==> config.mk <==
export PLATFORM = sky130hd
export DESIGN_NAME = snoop_coh_ctrl
export DESIGN_NICKNAME = d
export VERILOG_FILES = /design/src/rtl/coh_pkg.sv /design/src/rtl/coh_line_store.sv /design/src/rtl/coh_snoop_unit.sv /design/src/rtl/coh_req_fsm.sv /design/src/rtl/snoop_coh_ctrl.sv
export SDC_FILE = /design/constraint.sdc
export NUM_CORES = 1
export LEC_CHECK = 0
export BUFFER_PORTS_ARGS = -buffer_cell sky130_fd_sc_hd__buf_2
export CAP_MARGIN = 20
export CORE_AREA = 10 10 161 163
export DETAILED_ROUTE_END_ITERATION = 8
export DIE_AREA = 0 0 171 173
export GPL_TIMING_DRIVEN = 0
export PLACE_DENSITY = 0.62
export SLEW_MARGIN = 20
export SYNTH_ARGS = -nofsm -noshare
export SYNTH_HDL_FRONTEND = slang
export SYNTH_SLANG_ARGS = --single-unit
==> constraint.sdc <==
create_clock -name clk -period 10.29 [get_ports clk]
set_clock_uncertainty 0.1 [all_clocks]
set_input_delay 0.5145 -clock clk [delete_from_list [all_inputs] [get_ports clk]]
set_output_delay 0.5145 -clock clk [all_outputs]
set_load 0.05 [all_outputs]
==> src/rtl/coh_pkg.sv <==
package coh_pkg;
  typedef enum logic [1:0] {
    LS_INV     = 2'd0,
    LS_VALID   = 2'd1,
    LS_SHDIRTY = 2'd2,
    LS_DIRTY   = 2'd3
  } line_state_t;

  typedef enum logic [1:0] {
    BOP_RDMISS = 2'd0,
    BOP_WRMISS = 2'd1,
    BOP_INVAL  = 2'd2,
    BOP_WBACK  = 2'd3
  } bus_op_t;

  typedef enum logic [1:0] {
    F_IDLE   = 2'd0,
    F_LOOKUP = 2'd1,
    F_WAIT   = 2'd2,
    F_ISSUE  = 2'd3
  } fsm_t;

  function automatic logic is_owner(line_state_t s);
    return (s == LS_DIRTY) || (s == LS_SHDIRTY);
  endfunction
endpackage

==> src/rtl/coh_line_store.sv <==
module coh_line_store
  import coh_pkg::*;
#(
  parameter int IDX_W  = 2,
  parameter int TAG_W  = 6,
  parameter int DATA_W = 16
) (
  input  logic              clk,
  input  logic              rst,
  input  logic [IDX_W-1:0]  a_idx,
  output line_state_t       a_state,
  output logic [TAG_W-1:0]  a_tag,
  output logic [DATA_W-1:0] a_data,
  input  logic [IDX_W-1:0]  b_idx,
  output line_state_t       b_state,
  output logic [TAG_W-1:0]  b_tag,
  output logic [DATA_W-1:0] b_data,
  input  logic              c_we_state,
  input  logic              c_we_line,
  input  logic [IDX_W-1:0]  c_idx,
  input  line_state_t       c_state,
  input  logic [TAG_W-1:0]  c_tag,
  input  logic [DATA_W-1:0] c_data,
  input  logic              s_we,
  input  logic [IDX_W-1:0]  s_idx,
  input  line_state_t       s_state
);
  localparam int LINES = 1 << IDX_W;

  logic [TAG_W-1:0]  tag_mem  [LINES];
  logic [DATA_W-1:0] data_mem [LINES];
  line_state_t       st_q     [LINES];

  // Tag and data carry no reset so they map onto plain RAM.
  always_ff @(posedge clk) begin
    if (c_we_line) begin
      tag_mem[c_idx]  <= c_tag;
      data_mem[c_idx] <= c_data;
    end
  end

  // State bits need a reset, so they live in flops, one per line.
  for (genvar g = 0; g < LINES; g++) begin : g_state
    localparam logic [IDX_W-1:0] GI = IDX_W'(g);
    always_ff @(posedge clk) begin
      if (rst)
        st_q[g] <= LS_INV;
      else if (s_we && s_idx == GI)
        st_q[g] <= s_state;
      else if (c_we_state && c_idx == GI)
        st_q[g] <= c_state;
    end
  end

  assign a_state = st_q[a_idx];
  assign a_tag   = tag_mem[a_idx];
  assign a_data  = data_mem[a_idx];
  assign b_state = st_q[b_idx];
  assign b_tag   = tag_mem[b_idx];
  assign b_data  = data_mem[b_idx];

  // The request side stalls on an index collision, so the snoop and request writers never meet.
  assert_no_write_clash_R10: assert property (@(posedge clk) disable iff (rst)
    !(s_we && c_we_state && s_idx == c_idx));
endmodule

==> src/rtl/coh_snoop_unit.sv <==
module coh_snoop_unit
  import coh_pkg::*;
#(
  parameter int ADDR_W = 8,
  parameter int IDX_W  = 2,
  parameter int DATA_W = 16
) (
  input  logic                     clk,
  input  logic                     rst,
  input  logic                     snp_valid,
  input  logic [1:0]               snp_op,
  input  logic [ADDR_W-1:0]        snp_addr,
  output logic [IDX_W-1:0]         b_idx,
  input  line_state_t              b_state,
  input  logic [ADDR_W-IDX_W-1:0]  b_tag,
  input  logic [DATA_W-1:0]        b_data,
  output logic                     s_we,
  output logic [IDX_W-1:0]         s_idx,
  output line_state_t              s_state,
  output logic                     snp_supply,
  output logic [DATA_W-1:0]        snp_data
);
  localparam int TAG_W = ADDR_W - IDX_W;

  bus_op_t          op;
  logic [TAG_W-1:0] s_tag;
  logic             hit;
  logic             supply_d;

  assign op    = bus_op_t'(snp_op);
  assign b_idx = snp_addr[IDX_W-1:0];
  assign s_idx = b_idx;
  assign s_tag = snp_addr[ADDR_W-1:IDX_W];
  assign hit   = snp_valid && (b_state != LS_INV) && (b_tag == s_tag);

  always_comb begin
    s_we     = 1'b0;
    s_state  = b_state;
    supply_d = 1'b0;
    if (hit) begin
      case (op)
        BOP_RDMISS: begin
          supply_d = is_owner(b_state);
          if (b_state == LS_DIRTY) begin
            s_we    = 1'b1;
            s_state = LS_SHDIRTY;
          end
        end
        BOP_WRMISS: begin
          supply_d = is_owner(b_state);
          s_we     = 1'b1;
          s_state  = LS_INV;
        end
        BOP_INVAL: begin
          s_we    = 1'b1;
          s_state = LS_INV;
        end
        default: ;
      endcase
    end
  end

  always_ff @(posedge clk) begin
    if (rst) begin
      snp_supply <= 1'b0;
      snp_data   <= '0;
    end else begin
      snp_supply <= supply_d;
      snp_data   <= b_data;
    end
  end

  // A supply answers only a snooped read or write miss in the cycle before.
  assert_supply_follows_miss_R6: assert property (@(posedge clk) disable iff (rst)
    snp_supply |-> ($past(snp_valid) && ($past(snp_op) == 2'd0 || $past(snp_op) == 2'd1)));
  assert_no_supply_on_inval_R7: assert property (@(posedge clk) disable iff (rst)
    (snp_valid && snp_op == 2'd2) |=> !snp_supply);
endmodule

==> src/rtl/coh_req_fsm.sv <==
module coh_req_fsm
  import coh_pkg::*;
#(
  parameter int ADDR_W = 8,
  parameter int IDX_W  = 2,
  parameter int DATA_W = 16
) (
  input  logic                     clk,
  input  logic                     rst,
  input  logic                     cpu_req,
  input  logic                     cpu_we,
  input  logic [ADDR_W-1:0]        cpu_addr,
  input  logic [DATA_W-1:0]        cpu_wdata,
  output logic                     cpu_ready,
  output logic                     cpu_done,
  output logic [DATA_W-1:0]        cpu_rdata,
  output logic                     bus_req,
  input  logic                     bus_grant,
  output logic                     tx_valid,
  output logic [1:0]               tx_op,
  output logic [ADDR_W-1:0]        tx_addr,
  output logic [DATA_W-1:0]        tx_data,
  input  logic [DATA_W-1:0]        rsp_data,
  input  logic                     snp_valid,
  input  logic [IDX_W-1:0]         snp_idx,
  output logic [IDX_W-1:0]         a_idx,
  input  line_state_t              a_state,
  input  logic [ADDR_W-IDX_W-1:0]  a_tag,
  input  logic [DATA_W-1:0]        a_data,
  output logic                     c_we_state,
  output logic                     c_we_line,
  output logic [IDX_W-1:0]         c_idx,
  output line_state_t              c_state,
  output logic [ADDR_W-IDX_W-1:0]  c_tag,
  output logic [DATA_W-1:0]        c_data
);
  localparam int TAG_W = ADDR_W - IDX_W;

  fsm_t              st;
  logic              r_we;
  logic [ADDR_W-1:0] r_addr;
  logic [DATA_W-1:0] r_wdata;
  bus_op_t           p_op;
  logic [TAG_W-1:0]  r_tag;
  logic [IDX_W-1:0]  r_idx;
  logic              hit, collide, local_wr;

  assign r_tag     = r_addr[ADDR_W-1:IDX_W];
  assign r_idx     = r_addr[IDX_W-1:0];
  assign a_idx     = r_idx;
  assign c_idx     = r_idx;
  assign c_tag     = r_tag;
  assign cpu_ready = (st == F_IDLE);
  assign hit       = (a_state != LS_INV) && (a_tag == r_tag);
  assign collide   = snp_valid && (snp_idx == r_idx);
  assign local_wr  = (st == F_LOOKUP) && !collide && hit && r_we && (a_state == LS_DIRTY);

  always_comb begin
    c_we_state = 1'b0;
    c_we_line  = 1'b0;
    c_state    = LS_INV;
    c_data     = r_wdata;
    if (local_wr) begin
      c_we_state = 1'b1;
      c_we_line  = 1'b1;
      c_state    = LS_DIRTY;
    end else if (st == F_ISSUE) begin
      c_we_state = 1'b1;
      case (p_op)
        BOP_WBACK: c_state = LS_INV;
        BOP_RDMISS: begin
          c_we_line = 1'b1;
          c_state   = LS_VALID;
          c_data    = rsp_data;
        end
        default: begin
          c_we_line = 1'b1;
          c_state   = LS_DIRTY;
        end
      endcase
    end
  end

  always_ff @(posedge clk) begin
    if (rst) begin
      st        <= F_IDLE;
      r_we      <= 1'b0;
      r_addr    <= '0;
      r_wdata   <= '0;
      p_op      <= BOP_RDMISS;
      cpu_done  <= 1'b0;
      cpu_rdata <= '0;
      bus_req   <= 1'b0;
      tx_valid  <= 1'b0;
      tx_op     <= 2'd0;
      tx_addr   <= '0;
      tx_data   <= '0;
    end else begin
      cpu_done <= 1'b0;
      tx_valid <= 1'b0;
      case (st)
        F_IDLE: if (cpu_req) begin
          r_we    <= cpu_we;
          r_addr  <= cpu_addr;
          r_wdata <= cpu_wdata;
          st      <= F_LOOKUP;
        end
        F_LOOKUP: if (!collide) begin
          if (hit && !r_we) begin
            cpu_rdata <= a_data;
            cpu_done  <= 1'b1;
            st        <= F_IDLE;
          end else if (local_wr) begin
            cpu_done <= 1'b1;
            st       <= F_IDLE;
          end else begin
            if (hit)                   p_op <= BOP_INVAL;
            else if (is_owner(a_state)) p_op <= BOP_WBACK;
            else if (r_we)             p_op <= BOP_WRMISS;
            else                       p_op <= BOP_RDMISS;
            bus_req <= 1'b1;
            st      <= F_WAIT;
          end
        end
        F_WAIT: begin
          if (collide) begin
            bus_req <= 1'b0;
            st      <= F_LOOKUP;
          end else if (bus_grant) begin
            bus_req  <= 1'b0;
            tx_valid <= 1'b1;
            tx_op    <= p_op;
            tx_addr  <= (p_op == BOP_WBACK) ? {a_tag, r_idx} : r_addr;
            tx_data  <= (p_op == BOP_WBACK) ? a_data : r_wdata;
            st       <= F_ISSUE;
          end
        end
        F_ISSUE: begin
          if (p_op == BOP_WBACK) begin
            st <= F_LOOKUP;
          end else begin
            if (p_op == BOP_RDMISS) cpu_rdata <= rsp_data;
            cpu_done <= 1'b1;
            st       <= F_IDLE;
          end
        end
        default: st <= F_IDLE;
      endcase
    end
  end

  assert_tx_after_grant_R9: assert property (@(posedge clk) disable iff (rst)
    $rose(tx_valid) |-> ($past(bus_grant) && $past(bus_req)));
  assert_bus_exclusive_R9: assert property (@(posedge clk) disable iff (rst)
    tx_valid |-> (!snp_valid && !bus_req));
  assert_dirty_write_silent_R3: assert property (@(posedge clk) disable iff (rst)
    local_wr |=> (cpu_done && !bus_req && !tx_valid));
  assert_inval_completes_R4: assert property (@(posedge clk) disable iff (rst)
    (tx_valid && tx_op == 2'd2) |=> cpu_done);
  assert_wback_then_fill_R11: assert property (@(posedge clk) disable iff (rst)
    (tx_valid && tx_op == 2'd3) |=> (!cpu_done && !tx_valid));
  assert_restart_drops_req_R10: assert property (@(posedge clk) disable iff (rst)
    (st == F_WAIT && collide) |=> !bus_req);
endmodule

==> src/rtl/snoop_coh_ctrl.sv <==
module snoop_coh_ctrl
  import coh_pkg::*;
#(
  parameter int ADDR_W = 8,
  parameter int IDX_W  = 2,
  parameter int DATA_W = 16
) (
  input  logic              clk,
  input  logic              rst,
  input  logic              cpu_req,
  input  logic              cpu_we,
  input  logic [ADDR_W-1:0] cpu_addr,
  input  logic [DATA_W-1:0] cpu_wdata,
  output logic              cpu_ready,
  output logic              cpu_done,
  output logic [DATA_W-1:0] cpu_rdata,
  output logic              bus_req,
  input  logic              bus_grant,
  output logic              tx_valid,
  output logic [1:0]        tx_op,
  output logic [ADDR_W-1:0] tx_addr,
  output logic [DATA_W-1:0] tx_data,
  input  logic [DATA_W-1:0] rsp_data,
  input  logic              snp_valid,
  input  logic [1:0]        snp_op,
  input  logic [ADDR_W-1:0] snp_addr,
  output logic              snp_supply,
  output logic [DATA_W-1:0] snp_data
);
  localparam int TAG_W = ADDR_W - IDX_W;

  logic [IDX_W-1:0]  a_idx, b_idx, c_idx, s_idx;
  line_state_t       a_state, b_state, c_state, s_state;
  logic [TAG_W-1:0]  a_tag, b_tag, c_tag;
  logic [DATA_W-1:0] a_data, b_data, c_data;
  logic              c_we_state, c_we_line, s_we;

  coh_line_store #(.IDX_W(IDX_W), .TAG_W(TAG_W), .DATA_W(DATA_W)) u_store (
    .clk(clk), .rst(rst),
    .a_idx(a_idx), .a_state(a_state), .a_tag(a_tag), .a_data(a_data),
    .b_idx(b_idx), .b_state(b_state), .b_tag(b_tag), .b_data(b_data),
    .c_we_state(c_we_state), .c_we_line(c_we_line), .c_idx(c_idx),
    .c_state(c_state), .c_tag(c_tag), .c_data(c_data),
    .s_we(s_we), .s_idx(s_idx), .s_state(s_state)
  );

  coh_snoop_unit #(.ADDR_W(ADDR_W), .IDX_W(IDX_W), .DATA_W(DATA_W)) u_snoop (
    .clk(clk), .rst(rst),
    .snp_valid(snp_valid), .snp_op(snp_op), .snp_addr(snp_addr),
    .b_idx(b_idx), .b_state(b_state), .b_tag(b_tag), .b_data(b_data),
    .s_we(s_we), .s_idx(s_idx), .s_state(s_state),
    .snp_supply(snp_supply), .snp_data(snp_data)
  );

  coh_req_fsm #(.ADDR_W(ADDR_W), .IDX_W(IDX_W), .DATA_W(DATA_W)) u_fsm (
    .clk(clk), .rst(rst),
    .cpu_req(cpu_req), .cpu_we(cpu_we), .cpu_addr(cpu_addr), .cpu_wdata(cpu_wdata),
    .cpu_ready(cpu_ready), .cpu_done(cpu_done), .cpu_rdata(cpu_rdata),
    .bus_req(bus_req), .bus_grant(bus_grant),
    .tx_valid(tx_valid), .tx_op(tx_op), .tx_addr(tx_addr), .tx_data(tx_data),
    .rsp_data(rsp_data),
    .snp_valid(snp_valid), .snp_idx(snp_addr[IDX_W-1:0]),
    .a_idx(a_idx), .a_state(a_state), .a_tag(a_tag), .a_data(a_data),
    .c_we_state(c_we_state), .c_we_line(c_we_line), .c_idx(c_idx),
    .c_state(c_state), .c_tag(c_tag), .c_data(c_data)
  );
endmodule

==> results of run 1 <==
==> cells in the final DEF (no fill, tap or decap), drive strengths merged, types with 16 or more instances in the layout <==
cell type	synthesis	final
nor2	32	32
nand2	57	57
mux2	17	17
xnor2	18	18
mux4	43	43
clkbuf	34	57
and2	20	20
dfxtp	93	93
mux2i	61	61
a211oi	17	17
a21oi	50	50
edfxtp	96	96
buf	14	135
o21ai	17	17
a311oi	16	16
==> metal layers <==
layer	vias up	routed length [µm]	track usage, %
met5	-	0	0
met4	0	562	6.05
met3	33	1410	3.67
met2	199	12300	27.9
met1	2989	10800	21.4
li1	2735	-	-
==> where the power goes <==
| group | switching, mW | internal (mW) | total, mW | leakage, nW |
|---|---|---|---|---|
| combinational | 0.195 | 0.0977 | 0.292 | 1.80 |
| sequential | 0.0203 | 0.826 | 0.846 | 1.65 |
| clock | 0.293 | 0.387 | 0.681 | 0.302 |
| total | 0.508 | 1.31 | 1.82 | 3.75 |
==> state kept, by name, indices dropped and copies added, names as in the netlist, 2 cells and up, named ones only <==
| signal | count |
|---|---|
| u_fsm.r_wdata | 16 |
| u_fsm.tx_op | 2 |
| u_snoop.snp_data | 16 |
| u_fsm.tx_data | 16 |
| u_fsm.p_op | 2 |
| u_fsm.st | 2 |
| u_fsm.cpu_rdata | 16 |
| u_store.data_mem | 64 |
| u_fsm.r_addr | 8 |
| u_store.st_q | 8 |
| u_fsm.tx_addr | 8 |
| u_store.tag_mem | 24 |
==> path summary, 6_finish.rpt <==
check | startpoint | endpoint
max | flip-flop | u_store.data_mem[0][13]
min | cpu_addr[2] | u_fsm.r_addr[2]
max reg2reg | flip-flop | u_store.data_mem[0][13]
min reg2reg | u_fsm.r_wdata[0] | u_fsm.r_wdata[0]
==> per-stage QoR <==
step | worst slack, ns | power [mW] | utilization, % | hold slack (ns) | instances
global route | 5.67 | 1.88 | 45.0 | 0.209 | 1088
global placement | 3.92 | 1.15 | 41.7 | 0.360 | 1050
detailed placement | 6.02 | 1.16 | 42.3 | 0.363 | 1056
floorplan | 6.16 | 1.06 | - | 0.345 | 650
finish | 5.97 | 1.82 | 45.0 | 0.215 | 1088
CTS | 5.97 | 1.83 | 45.0 | 0.201 | 1088
==> logic make-up (layout without fill, tap and decap cells) <==
kind of cell               count (synthesis)  in the layout  synth area share, %
buffers and inverters                     55            208                 2.79
adders and majority gates                  5              5                0.737
and+or+nand+nor                          143            143                 8.00
AOI/OAI and AO/OA                        119            119                 9.86
DFF                                      189            189                 55.9
muxes                                    121            121                 20.9
xor gates and xnor gates                  18             18                 1.86
==> final cells by class <==
cell class              count  area, µm²  area share, %
flip-flops and latches    189       4740           46.7
multi-input cells         406       3530           34.8
repair buffers            121        677           6.66
clock buffers              23        522           5.13
well taps                 285        357           3.51
plain buffers              48        210           2.07
clock inverters             9       90.1          0.887
inverters                   7       26.3          0.259
==> worst register-to-register path, delay by kind of cell (launching register included) <==
kind	cells	cell delay, ns
and+or+nand+nor	4	1.69
buffers and inverters	3	1.06
DFF	1	0.54
muxes	1	0.44
xor gates and xnor gates	1	0.19
==> metrics.md, run 1 <==
| Metric | Value |
|---|---|
| Run status | finished clean |
| Gr ovfl total | 0 |
| Most common cell in the netlist | edfxtp_1 |
| Hpwl dp | between 15,000 and 20,000 µm |
| Routed wire length | 25,100 µm |
| Fillers | ~2,100 |
| Global-route wire length before repair | 37,700 µm |
| Yosys top cell by area | edfxtp_1 |
| VDD IR-drop max | around 0.094 mV |
| ANT nets after route | 0 |
| Crit path depth | 9 |
| Vias | 5,956 |
| Initial antenna violation count | 0 |
| Crit-path most repeated cell | buf_4 |
| WHS Path Cells | 3 |
| Final Hold Fails | 0 |
| Hold WC Path Type | in -> reg |
| Number of buffers created by CTS | 17 |
| CP top delay family | simple AND/OR/NAND/NOR gates |
| Max-slew violations | 0 |
| CP Max Fanout | 10 |
| YS warnings | 0 |
| H-tree depth | 4 |
| R2r worst-path depth | 9 |
| Die area | between 0.02 and 0.03 mm² |
| Starting Density | around 38% |
| Synth area leaders | edfxtp_1, dfxtp_1, mux4_2 |
| Site row count | 55 |
| Critical Path RT | 10.32 ns |
| Clock buffer depth | 2 |
| Max cap viols | 0 |
| Synth Instances | 650 |
| Clk pin slew, worst setup/hold paths | 0.07 ns |
| Mapped cell area | around 0.0085 mm² |
| NumNets Final | 851 |
| Root Driver | clkbuf_16 |
| Seq/Total Area, Yosys | 55.9% |
| Flop-to-flop setup slack | 5.97 ns |
| TritonCTS clock tree | yes |
| Critical Setup Path Class | reg -> reg |
| Worst-margin pin slew | 0.998 ns |
| EDFF count, synth | 96 |
| CP cell instances | clkbuf_1 -> mux4_2 -> xnor2_1 -> nand3_1 -> nor3_1 -> nor2_1 -> nor3_2 -> buf_4 -> buf_4 |
| Post-route setup TNS | 0 ns |
| Async set-or-reset flop fraction in the synthesized netlist | 0% |
| Number of buffer and inverter stages on the critical path | 3 |
| Area growth, synth to finish | 19.7% |
| Synth top area share | 34.0% |
| Slowest Stage Delay on Critical Path | 0.61 ns |
| Final min period | 4.32 ns |
| # port buffers | roughly 120 |
| Sink Count | 189 |
| Routability Congestion | 0.851 |
| Via density | around 5.5 |
| Relative slew slack | 33.5% |
| Syn avg cell area | 13.1 µm² |
| Yosys reg bits | 189 |
| CTS Hold Bufs | 0 |
| Final worst-path cycle share | 41.9% |
| Worst EP arrival | 4.35 ns |
| Num ports | 119 |
| Slowest stage cell, crit path | nor3_1 |
| # DRC | 0 |
| Synth unique cells | 47 |
| Post-route design area | 0.0102 mm² |
| Pleak | 3.75 nW |
| Core region area | 0.0226 mm² |
| Routed WL per cell | 23.1 µm |
| Starting DRT DRC Count | 518 |
| DR pass1 iterations | 5 |
| Die Y | approximately 170 µm |
| Finish-stage setup viols | 0 |
| FMAX | 0.232 GHz |
| Setup crit start kind | flip-flop |
| DP Area | 0.00955 mm² |
| Largest net degree at the start of global routing | 21 |
| Worst setup EP type | flip-flop |
| PwrDens | between 150 and 200 mW/mm² |
| Syn nets | 711 |
| Total Routing Usage GR | between 15 and 20% |
| PostCTS Resize Cnt | 0 |
| Unrepaired setup endpoints after global routing | false |
| Synth top cells by count | edfxtp_1, dfxtp_1, mux2i_1 |
| Die width | 171 µm |
| Vias in the first global route | 6,162 |
| Setup bufs post-CTS | 0 |
| Clock Latency Late Sink | 0.43 ns |
| Share of layout cells above drive strength 1 | slightly below 30% |
| Ant diodes | 0 |
| Top FF cell, synth | edfxtp_1 |
No activity file was read; power rests on OpenSTA's default activity.
==> run 2, diff against run 1 <==
==> constraint.sdc (replaced) <==
create_clock -name clk -period 4.04 [get_ports clk]
set_clock_uncertainty 0.1 [all_clocks]
set_input_delay 0.202 -clock clk [delete_from_list [all_inputs] [get_ports clk]]
set_output_delay 0.202 -clock clk [all_outputs]
set_load 0.05 [all_outputs]
==> metrics.md, run 2 (synthesis gave the netlist of run 1 again) <==
| Metric | Value |
|---|---|
| Run status | finished clean |
| # port buffers | 115 |
| Critical Path RT | 4.08 ns |
| Site row count | 55 |
| Most frequent cells in the layout | buf_2, edfxtp_1, dfxtp_1, mux2i_1, nand2_1 |
| Final worst-path cycle share | 92.5% |
| PwrDens | 439 mW/mm² |
| Number of buffers created by CTS | 17 |
| Unrepaired setup endpoints after global routing | false |
| Global-route wire length before repair | 37,600 µm |
| Routed wire length | about 25,000 µm |
| Share of layout cells above drive strength 1 | 29.1% |
| Initial antenna violation count | 0 |
| CP top delay family | simple AND/OR/NAND/NOR gates |
| Top flop regs | u_store.data_mem x64, u_store.tag_mem x24 |
| Root Driver | clkbuf_16 |
| Clock Latency Late Sink | 0.44 ns |
| # DRC | 0 |
| Finish-stage setup viols | 0 |
| Pleak | 3.84 nW |
| Setup bufs post-CTS | 0 |
| Setup crit start kind | flip-flop |
| ANT nets after route | 0 |
| Via density | 5.47 |
| H-tree depth | 4 |
| CP cell instances | clkbuf_2 -> mux4_2 -> xnor2_1 -> nand3_1 -> nor3_2 -> nor2_1 -> nor3_4 -> buf_6 -> buf_8 |
| Core region area | roughly 0.023 mm² |
| Sink Count | 189 |
| NumNets Final | just under 900 |
| Routed WL per cell | 22.6 µm |
| VDD IR-drop max | roughly 0.24 mV |
| Die area | around 0.030 mm² |
| Die width | 171 µm |
| Routability Congestion | 0.847 |
| Crit path depth | 9 |
| Final Hold Fails | 0 |
| Largest reg by FF count | u_store.data_mem |
| Post-layout util | 46.0% |
| Total Routing Usage GR | between 10% and 20% |
| DR pass1 iterations | 5 |
| Gr ovfl total | 0 |
| Number of buffer and inverter stages on the critical path | 3 |
| Largest net degree at the start of global routing | 19 |
| Hpwl dp | 18,500 µm |
| Slowest Stage Delay on Critical Path | 0.53 ns |
| Slowest stage cell, crit path | dfxtp_1 |
| WHS Path Cells | 3 |
| Worst EP arrival | between 3 and 4 ns |
| Vias in the first global route | 6,261 |
| Vias | 6,083 |
| R2r worst-path depth | 9 |
| Hold WC Path Type | in -> reg |
| Worst flop-to-flop path endpoint | u_store.data_mem[0][13] |
| Commonest non-fill, non-tap cell in the layout | buf_2 |
| Max-slew violations | 0 |
| Final cell count without fillers | approximately 1,100 |
| Clock buffer depth | 2 |
| Num ports | 119 |
| Max reg flops | 64 |
| Worst setup EP type | flip-flop |
| Worst hold slack | 0.0307 ns |
| Area growth, synth to finish | 22.3% |
| Final min period | roughly 3.7 ns |
| FMAX | approximately 0.27 GHz |
| TritonCTS clock tree | yes |
| Critical Setup Path Class | reg -> reg |
| Ant diodes | 0 |
| Worst-margin pin slew | 0.958 ns |
| Worst hold path endpoint | u_snoop.snp_supply |
| Die Y | 173 µm |
| Post-route setup TNS | 0 ns |
| Max cap viols | 0 |
| Starting DRT DRC Count | 462 |
| Dpl cells | 1,055 |
| Clk pin slew, worst setup/hold paths | roughly 0.07 ns |
| Hold path start | snp_valid |
| Relative slew slack | 36.1% |
| Starting Density | 37.6% |
| Flop-to-flop setup slack | 0.30 ns |
| CP Max Fanout | 12 |
-- run 2: per-layer routing --
layer	routed length (µm)	global-route usage [%]	vias to the layer above
met2	12300	27.7	224
met5	0	0	-
met4	679	6.71	0
met3	1500	3.12	43
met1	10600	21.3	3035
li1	-	-	2781
-- run 2: final cells by class --
class,count,area [µm²]
tap,285,357
sequential,189,4740
clock inverter,14,135
inverter,7,26.3
clock buffer,18,429
multi-input combinational,406,3550
timing repair buffer,145,935
fill,2032,12200
buffer,48,211
-- run 2: worst max path at each step --
stage	end	slack (ns)
detailed placement	u_store.data_mem[0][11]	-0.18
floorplan	u_store.data_mem[1][0]	0.44
global placement	u_store.data_mem[2][11]	-1.31
finish	u_store.data_mem[0][13]	0.30
global route	u_store.data_mem[0][13]	0.03
CTS	u_store.data_mem[0][13]	0.07
-- run 2: tightest hold or removal path: stages --
cell and delay, ns:
buf_2 0.13, o211ai_1 0.12, nor3_1 0.07
-- run 2: stage by stage --
step | instance area, µm² | total power, mW | setup WS [ns]
after floorplan | 8490 | 2.70 | 0.438
after global placement | 9430 | 2.93 | -1.31
after detailed placement | 9560 | 2.94 | -0.176
after CTS | 10400 | 4.57 | 0.0703
after global routing | 10400 | 4.71 | 0.0297
final | 10400 | 4.56 | 0.301
-- run 2: timing repair --
action / CTS / global route
setup endpoints to repair: 17 / 26
hold buffers: 25 / 0
resized for setup: 1 / 2
hold endpoints to repair: 27 / 0
-- run 2: power by group --
| group | switching [mW] | total, mW | internal, mW |
|---|---|---|---|
| Clock | 0.771 | 1.64 | 0.865 |
| Combinational | 0.499 | 0.764 | 0.265 |
| Sequential | 0.0530 | 2.16 | 2.10 |
